$ cat src/rtl/flash_read_mux.sv
module flash_read_mux #(
  parameter int DEV_BYTES = 2,
  parameter logic [15:0] ID_W0 = 16'h0001,
  parameter logic [15:0] ID_W1 = 16'h227E,
  parameter logic [15:0] ID_W2 = 16'h2201,
  parameter logic [15:0] ID_W3 = 16'h00FF,
  parameter int LAZY_LIMIT = 42,
  parameter int QUERY_LEN = 82
) (
  input  logic        clk,
  input  logic        rst_n,
  input  logic        rd_en,
  input  logic [7:0]  rd_addr,
  input  logic [1:0]  rd_size,
  input  logic        rd_big,
  input  logic [7:0]  rd_mode,
  input  logic [31:0] arr_bytes,
  input  logic        wr_idle,
  input  logic        wr_en,
  input  logic        stat_load,
  input  logic [7:0]  stat_value,
  input  logic [7:0]  query_byte,
  output logic [7:0]  query_idx,
  output logic        rd_valid,
  output logic [31:0] rd_data,
  output logic        bad_state,
  output logic        fast_mode
);
  localparam int SHIFT = (DEV_BYTES == 4) ? 2 : (DEV_BYTES == 2) ? 1 : 0;
  localparam int CW = $clog2(LAZY_LIMIT + 2);

  logic [7:0]  status;
  logic [CW-1:0] cnt;
  logic [31:0] arr_word, resp;
  logic [15:0] id_hi;
  logic        unknown, status_rd;

  wire [7:0] b0 = arr_bytes[7:0];
  wire [7:0] b1 = arr_bytes[15:8];
  wire [7:0] b2 = arr_bytes[23:16];
  wire [7:0] b3 = arr_bytes[31:24];

  assign query_idx = rd_addr >> SHIFT;
  assign id_hi = query_idx[0] ? ID_W3 : ID_W2;

  always_comb begin
    case (rd_size)
      2'd0:    arr_word = {24'b0, b0};
      2'd1:    arr_word = rd_big ? {16'b0, b0, b1} : {16'b0, b1, b0};
      default: arr_word = rd_big ? {b0, b1, b2, b3} : arr_bytes;
    endcase
  end

  always_comb begin
    resp = arr_word;
    unknown = 1'b0;
    status_rd = 1'b0;
    case (rd_mode)
      8'h00, 8'h80: resp = arr_word;
      8'h90: begin
        if (query_idx == 8'h00)      resp = {16'b0, ID_W0};
        else if (query_idx == 8'h01) resp = {16'b0, ID_W1};
        else if (query_idx == 8'h02) resp = 32'b0;
        else if ((query_idx == 8'h0E || query_idx == 8'h0F) && id_hi[7:0] != 8'hFF)
          resp = {16'b0, id_hi};
      end
      8'hA0, 8'h10, 8'h30: begin
        resp = {24'b0, status};
        status_rd = 1'b1;
      end
      8'h98: resp = (query_idx < 8'(QUERY_LEN)) ? {24'b0, query_byte} : 32'b0;
      default: unknown = 1'b1;
    endcase
  end

  always_ff @(posedge clk) begin
    if (!rst_n) begin
      rd_valid  <= 1'b0;
      rd_data   <= '0;
      bad_state <= 1'b0;
    end else begin
      rd_valid  <= rd_en;
      bad_state <= rd_en & unknown;
      if (rd_en) rd_data <= resp;
    end
  end

  always_ff @(posedge clk) begin
    if (!rst_n)                status <= '0;
    else if (stat_load)        status <= stat_value;
    else if (rd_en && status_rd) status[6] <= ~status[6];
  end

  always_ff @(posedge clk) begin
    if (!rst_n) begin
      cnt <= '0;
      fast_mode <= 1'b1;
    end else if (wr_en) begin
      cnt <= '0;
      fast_mode <= 1'b0;
    end else if (rd_en && !fast_mode && wr_idle) begin
      cnt <= cnt + 1'b1;
      if (cnt >= CW'(LAZY_LIMIT)) fast_mode <= 1'b1;
    end
  end
endmodule


$ cat config.mk
export PLATFORM = sky130hd
export DESIGN_NAME = flash_read_mux
export DESIGN_NICKNAME = d
export VERILOG_FILES = /design/src/rtl/flash_read_mux.sv
export SDC_FILE = /design/constraint.sdc
export NUM_CORES = 1
export LEC_CHECK = 0
export CORE_AREA = 2 2 96 98
export DETAILED_ROUTE_END_ITERATION = 16
export DIE_AREA = 0 0 98 100
export DONT_BUFFER_PORTS = 1
export PLACE_DENSITY = 0.47
export SLEW_MARGIN = 5
export SYNTH_ARGS = -nofsm -noshare
export SYNTH_HDL_FRONTEND = slang
export SYNTH_SLANG_ARGS = --single-unit
export TNS_END_PERCENT = 20
$ cat constraint.sdc
create_clock -name clk -period 3 [get_ports clk]
set_clock_uncertainty 0.05 [all_clocks]
set_input_delay 0.6 -clock clk [delete_from_list [all_inputs] [get_ports clk]]
set_output_delay 0.6 -clock clk [all_outputs]
set_load 0.02 [all_outputs]
Word-level counts from Yosys, hierarchy flattened:

Cells that the tools add are included.

* add/subtract/negate cells: 1
* multipliers: 0
* divide/modulo/power cells: 0
* order comparisons: 2
* eq/ne operators: 12
* shift operators: 0
* mux-type cells: 17
* bitwise operators: 3
* reduce and logical (&&, ||, !) cells: 16

Operator list (number)
* two-way mux 32 bit: 5
* one-hot mux 32 bit (3 select lines): 1
* one-hot mux 32 bit (2 select lines): 1
* equality test 8 bit, second input constant: 4
* logical NOT 8 bit: 2
* two-way mux 16 bit: 1
* equality test 7 x 4 -> 1 bit, second input constant: 2
* two-way mux 14 bit: 1
* equality test 8 x 5 -> 1 bit, second input constant: 1
* equality test 8 x 6 -> 1 bit, second input constant: 1
* two-way mux 8 bit: 1
* != test 8 bit, second input constant: 1
* equality test 7 x 1 -> 1 bit, second input constant: 1
* equality test 7 x 2 -> 1 bit, second input constant: 1
* less-than comparator 7 bit, second input constant: 1
* two-way mux 1 bit: 7
* OR reduction 7 bit: 1
* adder 6 x 1 -> 6 bit, second input constant: 1
* greater-or-equal comparator 6 bit, second input constant: 1
* nonzero test 2 bit: 3
* logical AND 1 bit: 4
* OR reduction 3 bit: 1
* equality test 2 x 1 -> 1 bit, second input constant: 1
* logical NOT 2 bit: 1
* other kinds (6): 7

* register bits after elaboration: 49
* latch bits: 0
* RAM bits: 0
* ROM bits: 0
* input bits: 73
* output and inout port bits: 43
* word-level logic and storage cells: 58
* memories kept: 0

Depth between registers and ports, before layout:

Gate-level depths: netlist of run 1.

* word-level depth: 8
* gate-level depth with buffers: 7

Worst setup path after synthesis of run 1:

OpenSTA, ideal clock, no wires.

* path kind: input-to-reg
* from: input port rd_mode[1]
* to: register rd_data[27]
* setup time: 0.115 ns
* arrival time: 2.189 ns
* setup slack: 0.646 ns
* stages on the path: 7
* cell sequence: or4_1 -> buf_2 -> a31o_2 -> a31oi_2 -> buf_2 -> o32ai_1 -> and2_1

* longest elaborated chain between the ends: 3
* elaborated cells on any way between the ends: 7
* those cells by class: eq/ne (5); mux (1); reduce/logical (1)

Ends and longest elaborated chain
* start, declared: line 16 `input logic [7:0] rd_mode,`
* equality test 8 bit (tied with other cells): line 58 `case (rd_mode)`
* OR reduction 3 bit: line 58
* one-hot mux 32 bit (3 select lines) *: line 58
* end signal, assigned: line 84 `if (rd_en) rd_data <= resp;`
* end, declared: line 25 `output logic [31:0] rd_data,`

Mark *: on every way between the ends. The rest lies on a longest branch, timed or not.
A chain may end at the register's enable or synchronous reset.

Worst setup path after layout of run 1:

* from: input port rd_mode[1]
* to: register rd_data[2]

The elaborated chain is that of the path after synthesis.

==> results_dict.tcl, run 1 <==
set metrics [dict create \
    status "finished, final reports clean" \
    combinationalPowerShare_pct 11.5 \
    hold_end "fast_mode$_SDFFE_PN1P_" \
    final-setup-viol-count 0 \
    fin_crit_sh_pct 79.6 \
    most-common-layout-cells "49 x dfxtp_1, 28 x inv_1, 25 x nor2_1, 25 x and2_1, 23 x mux2i_1" \
    cts_setup_buffers 0 \
    syn_inst 366 \
    initialDrtViolationCount 97 \
    path_cells "or4_1 -> a31o_2 -> a31oi_1 -> or3_1 -> a41oi_1" \
    rr_startpoint "fast_mode$_SDFFE_PN1P_" \
    hold_viol 0 \
    fillers 965 \
    slew_viol_final 0 \
    grt_use_total_pct 17.8 \
    final_layout_size_suffix_gt1_share_pct 5.19 \
    slew_headroom_pct 54.2 \
    grt_max_degree 50 \
    power_uw 1400 \
    crit_arrival_ns 2.48 \
    synth_nets 441 \
    syn_avg_cell_area_sq_um 8.12 \
    route.detailed.drc 0 \
    place.gp.congestion 0.812 \
    diodes 0 \
    ioPinCount 116 \
    die_area_sq_um 9800 \
    ff2ff_path_depth 5 \
    coreArea_sq_um 8890 \
    die_w_um 98 \
    clkLatencyLatePin_ns 0.30 \
    clock_path_buffers 2 \
    holdWs_ns 0.332 \
    min_path_cells 1 \
    power_density_nw_per_um2 451 \
    start_kind "primary input" \
    synth.top_cell.area_share_pct 33.0 \
    cts_sinks 49 \
    cts_tree "built" \
    worstPathMaxFanout 6 \
    final_common_cell "dfxtp_1" \
    sequentialPowerShare_pct 52.9 \
    layout_min_cycle_time_ns 2.39 \
    p_switching_uw 362 \
    num_vias 2535 \
    r2r-end "cnt[5]$_SDFFE_PP0P_" \
    area_growth_syn_to_layout_pct 4.55 \
    postRouteAntennaNets 0 \
    clkTransAtPathRegs_ns 0.09 \
    synth_seq_cells 49 \
    row_count 35 \
    synth_edf_count 0 \
    grt_pass1_vias 2504 \
    required_ns 3.10 \
    clkPwrFrac_pct 35.6 \
    peakVddDrop_uv 171 \
    htreeDepth 2 \
    syn_area_sq_um 2970 \
    cts_resized 0 \
    crit_family "simple AND/OR/NAND/NOR gates" \
    numCtsBuffers 5 \
    die_y_um 100 \
    crit_buf_inv 0 \
    yosysSeqAreaShare_pct 33.0 \
    grt-ovfl-total 0 \
    rsz0062_at_grt "no" \
    ys.flop_type "dfxtp_1" \
    routed_wl_mm 8.60 \
    post_drt_wl_per_cell_um 18.8 \
    sw_frac_of_total_pct 25.8 \
    yosysUniqueCellTypes 52 \
    crit_path_max_incr_delay_ns 0.70 \
    path_class "in2reg" \
    tns_ns 0 \
    worst_setup_path_end_kind "flop" \
    ctsHoldBuffers 0 \
    slowest_stage "or4_1" \
    max_cap_viol_count 0 \
    drt_pass1_iterations 4 \
    holdCritPathClass "in2reg" \
    hp-start "rst_n" \
    root_buffer "clkbuf_8" \
    hpwlAfterDp_mm 6.37 \
    yosysWarnings 0 \
    internal-power_uw 1040 \
    async_flop_share_pct 0 \
    synth.area.top_cells "dfxtp_1 33%, mux2i_1 7.7%, and2_1 5.3%, o32ai_1 5.0%, inv_1 3.5%" \
    numPortBuffers 0 \
    start_util_pct 33.4 \
    viasPerCell 5.53 \
    yosys.area.top_type "dfxtp_1" \
    leakage_uw 0.00114 \
    grt_pass1_wl_mm 13.8 \
    tightest_slew_ns 0.678 \
    antenna_found_initial 0 \
    clock.fmax_ghz 0.419 \
    rrSetupSlack_ns 1.48 \
    fin_nets 421 \
]
## state kept, by name, indices dropped and copies added, names as in the netlist
name	count
cnt	6
rd_data	32
fast_mode	1
bad_state	1
status	8
rd_valid	1
## worst reg2reg max path: cells and delay by family (launching register included)
family                    cells  cell delay, ns
xor gates and xnor gates      1            0.15
DFF                           1            0.39
and+or+nand+nor               4            0.82
## layout make-up
| type | instances | area (sq um) | share of cell area (%) |
|---|---|---|---|
| multi-input combinational | 257 | 1730 | 55.8 |
| inverter | 29 | 109 | 3.50 |
| clock buffer | 7 | 86.3 | 2.78 |
| tap | 111 | 139 | 4.47 |
| sequential | 49 | 981 | 31.6 |
| timing repair buffer | 4 | 30.0 | 0.966 |
| clock inverter | 1 | 30.0 | 0.966 |
## how the worst max path moves through the flow
stage / startpoint / end / slack [ns] / cells after the start
2_1_floorplan: rd_mode[1] / rd_data[27]$_SDFFE_PN0P_ / 0.65 / 7
3_5_place_dp: rd_mode[1] / rd_data[6]$_SDFFE_PN0P_ / 0.31 / 5
3_3_place_gp: rd_mode[1] / rd_data[2]$_SDFFE_PN0P_ / 0.32 / 5
5_1_grt: rd_mode[1] / rd_data[6]$_SDFFE_PN0P_ / 0.51 / 5
4_1_cts: rd_mode[1] / rd_data[2]$_SDFFE_PN0P_ / 0.62 / 5
6_report: rd_mode[1] / rd_data[2]$_SDFFE_PN0P_ / 0.61 / 5
## power groups by stage
stage / Sequential, uW / Clock, uW / Combinational [uW]
after floorplan: 748 / 0 / 176
after global placement: 759 / 0 / 160
after detailed placement: 759 / 0 / 163
after CTS: 744 / 529 / 163
after global routing: 747 / 550 / 184
final: 743 / 500 / 161
## kinds of logic (layout without fill, tap and decap cells)
kind of cell             after synthesis  count (layout)  synth area share [%]
other                                  1               1                 0.126
flip-flops                            49              49                  33.0
multiplexers                          23              23                  7.74
XOR/XNOR                               8               8                  2.36
AND/OR/NAND/NOR                      124             124                  22.9
buffers and inverters                 60              41                  8.71
AO/OA/AOI/OAI                         99              99                  24.3
adder cells (fa/ha/maj)                2               2                 0.842
## per-stage QoR
stage | setup slack (ns) | utilization, % | instance area [sq um] | cells
after floorplan | 0.646 | - | 2970 | 366
after global placement | 0.323 | 33.7 | 2990 | 450
after detailed placement | 0.305 | 33.7 | 2990 | 450
after CTS | 0.623 | 35.0 | 3110 | 458
after global routing | 0.507 | 35.0 | 3110 | 458
final | 0.612 | 35.0 | 3110 | 458
## synthesized netlist by cell type, types with 5 or more instances
cell,count
dfxtp_1,49
inv_1,28
and2_1,25
nor2_1,25
mux2i_1,23
nand2_1,22
clkbuf_1,18
o32ai_1,17
o21ai_0,16
a21oi_1,13
a31oi_1,11
o22ai_1,10
buf_4,8
nor2b_1,8
nor3_1,8
a41oi_1,7
or3_1,7
nand2b_1,6
a22o_1,5
o2bb2ai_1,5
## routing by layer
layer | GRT usage (%) | vias up | wire [um]
li1 | - | 1273 | -
met5 | 0 | - | 0
met1 | 22.3 | 1164 | 3680
met2 | 28.8 | 91 | 4010
met3 | 6.69 | 7 | 818
met4 | 4.91 | 0 | 90
No activity file was read; power rests on OpenSTA's default activity.
==> run 2: changes to the inputs <==
Settings changed: ABC_AREA set to 1, CORE_AREA 2 2 96 98 to 2 2 97 99, DIE_AREA 0 0 98 100 to 0 0 99 101, PLACE_DENSITY 0.47 to 0.49.
Clock period 3 ns to 2.1 ns, I/O delays scaled along.
==> run 2 against run 1 <==
Compared with the run above: setup slack improved by 0.045 ns; power increased by 53%; largest cell class unchanged; utilization increased by 0.45 points; design area increased by 2.3%; count of clock-buffer cells in the layout decreased by 2; sequential cell count unchanged; highest routed layer unchanged; die area increased by 2.0%.
==> results_dict.tcl, run 2 <==
set metrics [dict create \
    status "finished, final reports clean" \
    layout.cells.non_filler 567 \
    fin_crit_sh_pct 68.7 \
    required_ns 2.24 \
    rr_startpoint "cnt[0]$_SDFFE_PP0P_" \
    syn_avg_cell_area_sq_um 6.40 \
    synth_edf_count 0 \
    numCtsBuffers 5 \
    endpoint "fast_mode$_SDFFE_PN1P_" \
    root_buffer "clkbuf_8" \
    syn_inst 476 \
    crit_buf_inv 1 \
    ff2ff_path_depth 7 \
    ioPinCount 116 \
    viasPerCell 5.13 \
    synth_nets 551 \
    peakVddDrop_uv 361 \
    clock_path_buffers 2 \
    top_regs "rd_data x32, status x8, cnt x6" \
    cts_sinks 49 \
    power_density_nw_per_um2 674 \
    initialDrtViolationCount 73 \
    post_drt_wl_per_cell_um 15.7 \
    htreeDepth 2 \
    dp.cells 559 \
    grt_use_total_pct 18.1 \
    cts_resized 0 \
    yosys.area.top_type "dfxtp_1" \
    crit_arrival_ns 1.59 \
    drt_pass1_iterations 4 \
    crit_family "simple AND/OR/NAND/NOR gates" \
    slew_viol_final 0 \
    grt-ovfl-total 0 \
    start_kind "flop" \
    largest_reg_flops 32 \
    path_class "reg2reg" \
    diodes 0 \
    ys.flop_type "dfxtp_1" \
    r2r-end "fast_mode$_SDFFE_PN1P_" \
    clock.fmax_ghz 0.693 \
    start_util_pct 33.9 \
    antenna_found_initial 0 \
    path_cells "inv_1 -> ha_1 -> nor2_1 -> a21oi_1 -> o211ai_1 -> a21oi_1 -> or2_2" \
    yosysUniqueCellTypes 32 \
    slowest_stage "dfxtp_1" \
    layout_min_cycle_time_ns 1.44 \
    grt_pass1_wl_mm 14.5 \
    synth.top_cell.area_share_pct 32.2 \
    place.gp.congestion 0.819 \
    yosysWarnings 0 \
    cts_tree "built" \
    hpwlAfterDp_mm 6.76 \
    crit_path_max_incr_delay_ns 0.34 \
    die_y_um 101 \
    async_flop_share_pct 0 \
    die_w_um 99 \
    power_uw 2140 \
    clkLatencyLatePin_ns 0.30 \
    area_growth_syn_to_layout_pct 4.44 \
    regMostFlops "rd_data" \
    synth.area.top_cells "dfxtp_1 32%, nand2_1 13%, o21ai_0 13%, a21oi_1 7.9%, inv_1 5.9%" \
    syn_area_sq_um 3040 \
    die_area_sq_um 10000 \
    post-route-util_pct 35.4 \
    worst_setup_path_end_kind "flop" \
    synth_seq_cells 49 \
    yosysSeqAreaShare_pct 32.2 \
    synth_common_cells "108 x nand2_1, 79 x o21ai_0, 49 x dfxtp_1" \
    worstPathMaxFanout 4 \
    crit_path_frequent_cell "a21oi_1" \
    holdCritPathClass "in2reg" \
    routed_wl_mm 8.90 \
    final_layout_size_suffix_gt1_share_pct 7.02 \
    post-synth-top-count-cell "nand2_1" \
    grt_max_degree 38 \
    ctsHoldBuffers 0 \
    most-common-layout-cells "108 x nand2_1, 79 x o21ai_0, 49 x dfxtp_1" \
    clkTransAtPathRegs_ns 0.09 \
    final_common_cell "nand2_1" \
    tns_ns 0 \
    route.detailed.drc 0 \
    max_cap_viol_count 0 \
    num_vias 2906 \
    row_count 35 \
    hold_viol 0 \
    rrSetupSlack_ns 0.66 \
    cp.depth 7 \
    numPortBuffers 0 \
    grt_pass1_vias 2880 \
    cts_setup_buffers 0 \
    fin_nets 530 \
    final-setup-viol-count 0 \
    crit_start "cnt[0]$_SDFFE_PP0P_" \
    postRouteAntennaNets 0 \
    coreArea_sq_um 8980 \
    leakage_uw 0.00130 \
    holdWs_ns 0.192 \
    rsz0062_at_grt "no" \
]
==> run 2: changes by cell type after synthesis, moves of 10 or more <==
cell,delta
a21oi_1,+35
nand3_1,+12
inv_1,+20
mux2i_1,-23
o22ai_1,-10
o21ai_0,+63
nand4_1,+26
and2_1,-25
o32ai_1,-17
nand2_1,+86
==> run 2: through the flow <==
step / area [sq um] / setup slack [ns]
6_report: 3180 / 0.657
3_3_place_gp: 3040 / 0.340
5_1_grt: 3180 / 0.462
4_1_cts: 3180 / 0.637
2_1_floorplan: 3040 / 0.551
3_5_place_dp: 3040 / 0.311
==> run 2: routing by layer <==
metal / share of wire [%] / GRT usage (%) / routed length, um
met5: 0 / 0 / 0
met2: 45 / 29.9 / 4010
met1: 44 / 22.6 / 3900
met3: 10 / 6.87 / 899
met4: 1.0 / 3.90 / 91
==> run 2: worst min-delay path by stage <==
stage,from,end,cells past startpoint
final,rst_n,rd_valid$_SDFF_PN0_,2
after global routing,rst_n,rd_data[9]$_SDFFE_PN0P_,2
after CTS,rd_en,rd_valid$_SDFF_PN0_,2
after detailed placement,status[5]$_SDFFE_PN0P_,status[5]$_SDFFE_PN0P_,2
after global placement,status[7]$_SDFFE_PN0P_,status[7]$_SDFFE_PN0P_,2
after floorplan,status[4]$_SDFFE_PN0P_,status[4]$_SDFFE_PN0P_,2
==> run 2: layout make-up <==
cell class,count,area [sq um]
flip-flops and latches,49,981
clock inverters,3,68.8
well taps,111,139
fillers,1012,5800
repair buffers,6,45.0
multi-input cells,340,1680
inverters,53,199
clock buffers,5,68.8
==> run 2: cell families (layout without fill, tap and decap cells) <==
family                   Yosys count  count (layout)  share of synthesized area (%)
other                              1               1                          0.123
flip-flops                        49              49                           32.2
AO/OA/AOI/OAI                    138             138                           23.2
buffers and inverters             87              67                           12.7
AND/OR/NAND/NOR                  198             198                           30.7
XOR/XNOR                           1               1                          0.288
adder cells (fa/ha/maj)            2               2                          0.822
==> run 2: power breakdown <==
group / internal [uW] / switching (uW)
Clock: 480 / 339
Combinational: 97.8 / 175
Sequential: 978 / 74.8
==> run 3: changes to the inputs <==
Clock period 2.1 ns to 1.15 ns, I/O delays scaled along.
==> run 3 against run 2 <==
Compared with the run above: the run now ends with setup timing left; combinational power grew to 2.5 times the previous value; first-iteration DRC count is 55% higher; critical path depth did not move; sequential share of layout area shrank 3.9 points; final cell count rose by 8.6%; sequential power increased by 80%; maximum frequency grew 8.9%; count of clock-buffer cells in the layout unchanged; utilization up 5.4 points; die area did not move; hold slack worse by 0.19 ns; setup slack got worse by 0.83 ns; critical path type unchanged.
==> results_dict.tcl, run 3 (synthesis gave the netlist of run 2 again) <==
set metrics [dict create \
    numPortBuffers 0 \
    final_common_cell "nand2_1" \
    start_kind "flop" \
    status "finished, violations left" \
    die_area_sq_um 10000 \
    layout_min_cycle_time_ns 1.33 \
    internal-power_uw 2730 \
    row_count 35 \
    area_growth_syn_to_layout_pct 20.2 \
    initialDrtViolationCount 113 \
    antenna_found_initial 0 \
    violations "setup timing" \
    final-setup-viol-count 2 \
    required_ns 1.31 \
    clkPwrFrac_pct 33.6 \
    placed_area_sq_um 3460 \
    clkLatencyLatePin_ns 0.31 \
    cts_sinks 49 \
    coreArea_sq_um 8980 \
    fin_crit_sh_pct 115 \
    slew_viol_final 0 \
    hpwlAfterDp_mm 7.12 \
    postRouteAntennaNets 0 \
    dp.cells 604 \
    path_class "reg2reg" \
    ioPinCount 116 \
    top_regs "rd_data x32, status x8, cnt x6" \
    layout.cells.non_filler 616 \
    worst_setup_path_end_kind "flop" \
    regMostFlops "rd_data" \
    grt_pass1_wl_mm 15.8 \
    most-common-layout-cells "105 x nand2_1, 68 x o21ai_0, 49 x buf_4" \
    cts_tree "built" \
    drt_pass1_iterations 4 \
    diodes 0 \
    clock_path_buffers 2 \
    die_w_um 99 \
    power_density_nw_per_um2 1060 \
    final_layout_size_suffix_gt1_share_pct 19.4 \
    final_area_sq_um 3660 \
    viasPerCell 5.17 \
    peakVddDrop_uv 496 \
    crit_arrival_ns 1.48 \
    holdCritPathClass "in2reg" \
    clock.fmax_ghz 0.754 \
    grt-ovfl-total 0 \
    clkTransAtPathRegs_ns 0.10 \
    sw_frac_of_total_pct 29.6 \
    leakage_uw 0.00157 \
    combinationalPowerShare_pct 17.6 \
    largest_reg_flops 32 \
    grt_pass1_vias 3220 \
    hold_viol 0 \
    p_switching_uw 1150 \
    routed_wl_mm 9.53 \
    post_drt_wl_per_cell_um 15.5 \
    max_cap_viol_count 0 \
    layout_setup_ws_ns -0.175 \
    sequentialPowerShare_pct 48.7 \
    num_vias 3182 \
    htreeDepth 2 \
    grt_use_total_pct 19.7 \
    rsz0062_at_grt "yes" \
    route.detailed.drc 0 \
    root_buffer "clkbuf_8" \
    place.gp.congestion 0.853 \
    start_util_pct 33.9 \
    die_y_um 101 \
    fin_nets 579 \
    worstPathMaxFanout 2 \
    numCtsBuffers 5 \
    grt_max_degree 38 \
]
## run 3: cell types whose count changed in the layout (fill, tap and decap cells not counted), moves of 4 or more
cell | previous run | this run
o21ai_0 | 79 | 68
inv_1 | 48 | 43
nor2_4 | 2 | 6
buf_12 | 0 | 4
o21ai_1 | 2 | 12
buf_4 | 6 | 49
## run 3: per-layer routing
| metal | part of all wire [%] | track usage [%] |
|---|---|---|
| met3 | 8.6 | 5.89 |
| met4 | 0.91 | 4.64 |
| met2 | 47 | 34.3 |
| met5 | 0 | 0 |
| met1 | 44 | 24.0 |
## run 3: area by class of cell
class                   count  area (sq um)
flip-flops and latches     49           985
clock buffers               5          68.8
clock inverters             3          43.8
multi-input cells         340          1740
inverters                  53           209
fillers                   979          5320
well taps                 111           139
repair buffers             55           470
## run 3: power by group through the flow
stage | Clock, uW | Combinational (uW) | Sequential (uW)
after floorplan | 0 | 488 | 1940
after global placement | 0 | 655 | 1930
after detailed placement | 0 | 663 | 1930
after CTS | 1350 | 678 | 1890
after global routing | 1410 | 778 | 1900
final | 1300 | 684 | 1890
## run 3: worst paths after layout
check	from	end	slack [ns]	cells past startpoint
setup / recovery	cnt[0]$_SDFFE_PP0P_	fast_mode$_SDFFE_PN1P_	-0.18	7
hold / removal	rst_n	rd_data[5]$_SDFFE_PN0P_	0.005	2
setup reg to reg	cnt[0]$_SDFFE_PP0P_	fast_mode$_SDFFE_PN1P_	-0.18	7
hold reg to reg	status[5]$_SDFFE_PN0P_	status[5]$_SDFFE_PN0P_	0.42	2
## run 3: stage by stage
step           hold WS, ns  setup WS, ns  utilization (%)  setup TNS, ns  power [uW]
3_3_place_gp         0.309        -0.306             38.6          -7.79        2580
2_1_floorplan        0.315        -0.149                -          -3.97        2430
3_5_place_dp         0.309        -0.335             38.6          -8.57        2590
4_1_cts           0.000738        -0.195             40.4         -0.245        3920
5_1_grt            0.00719        -0.277             40.8         -0.602        4090
6_report           0.00475        -0.175             40.8         -0.210        3880
## run 3: critical path: stages, from the launching register on
cell      delay, ns
dfxtp_2        0.35
inv_2          0.04
ha_2           0.16
nor2_1         0.08
a21oi_1        0.07
o211ai_1       0.17
a21oi_1        0.09
or2_4          0.22
## run 3: timing repair
action,in CTS,in global routing
resized for setup,8,22
endpoints found under the hold margin,8,0
hold buffers,2,0
setup endpoints to repair,5,22
buffers inserted,1,2
pin swaps,5,4
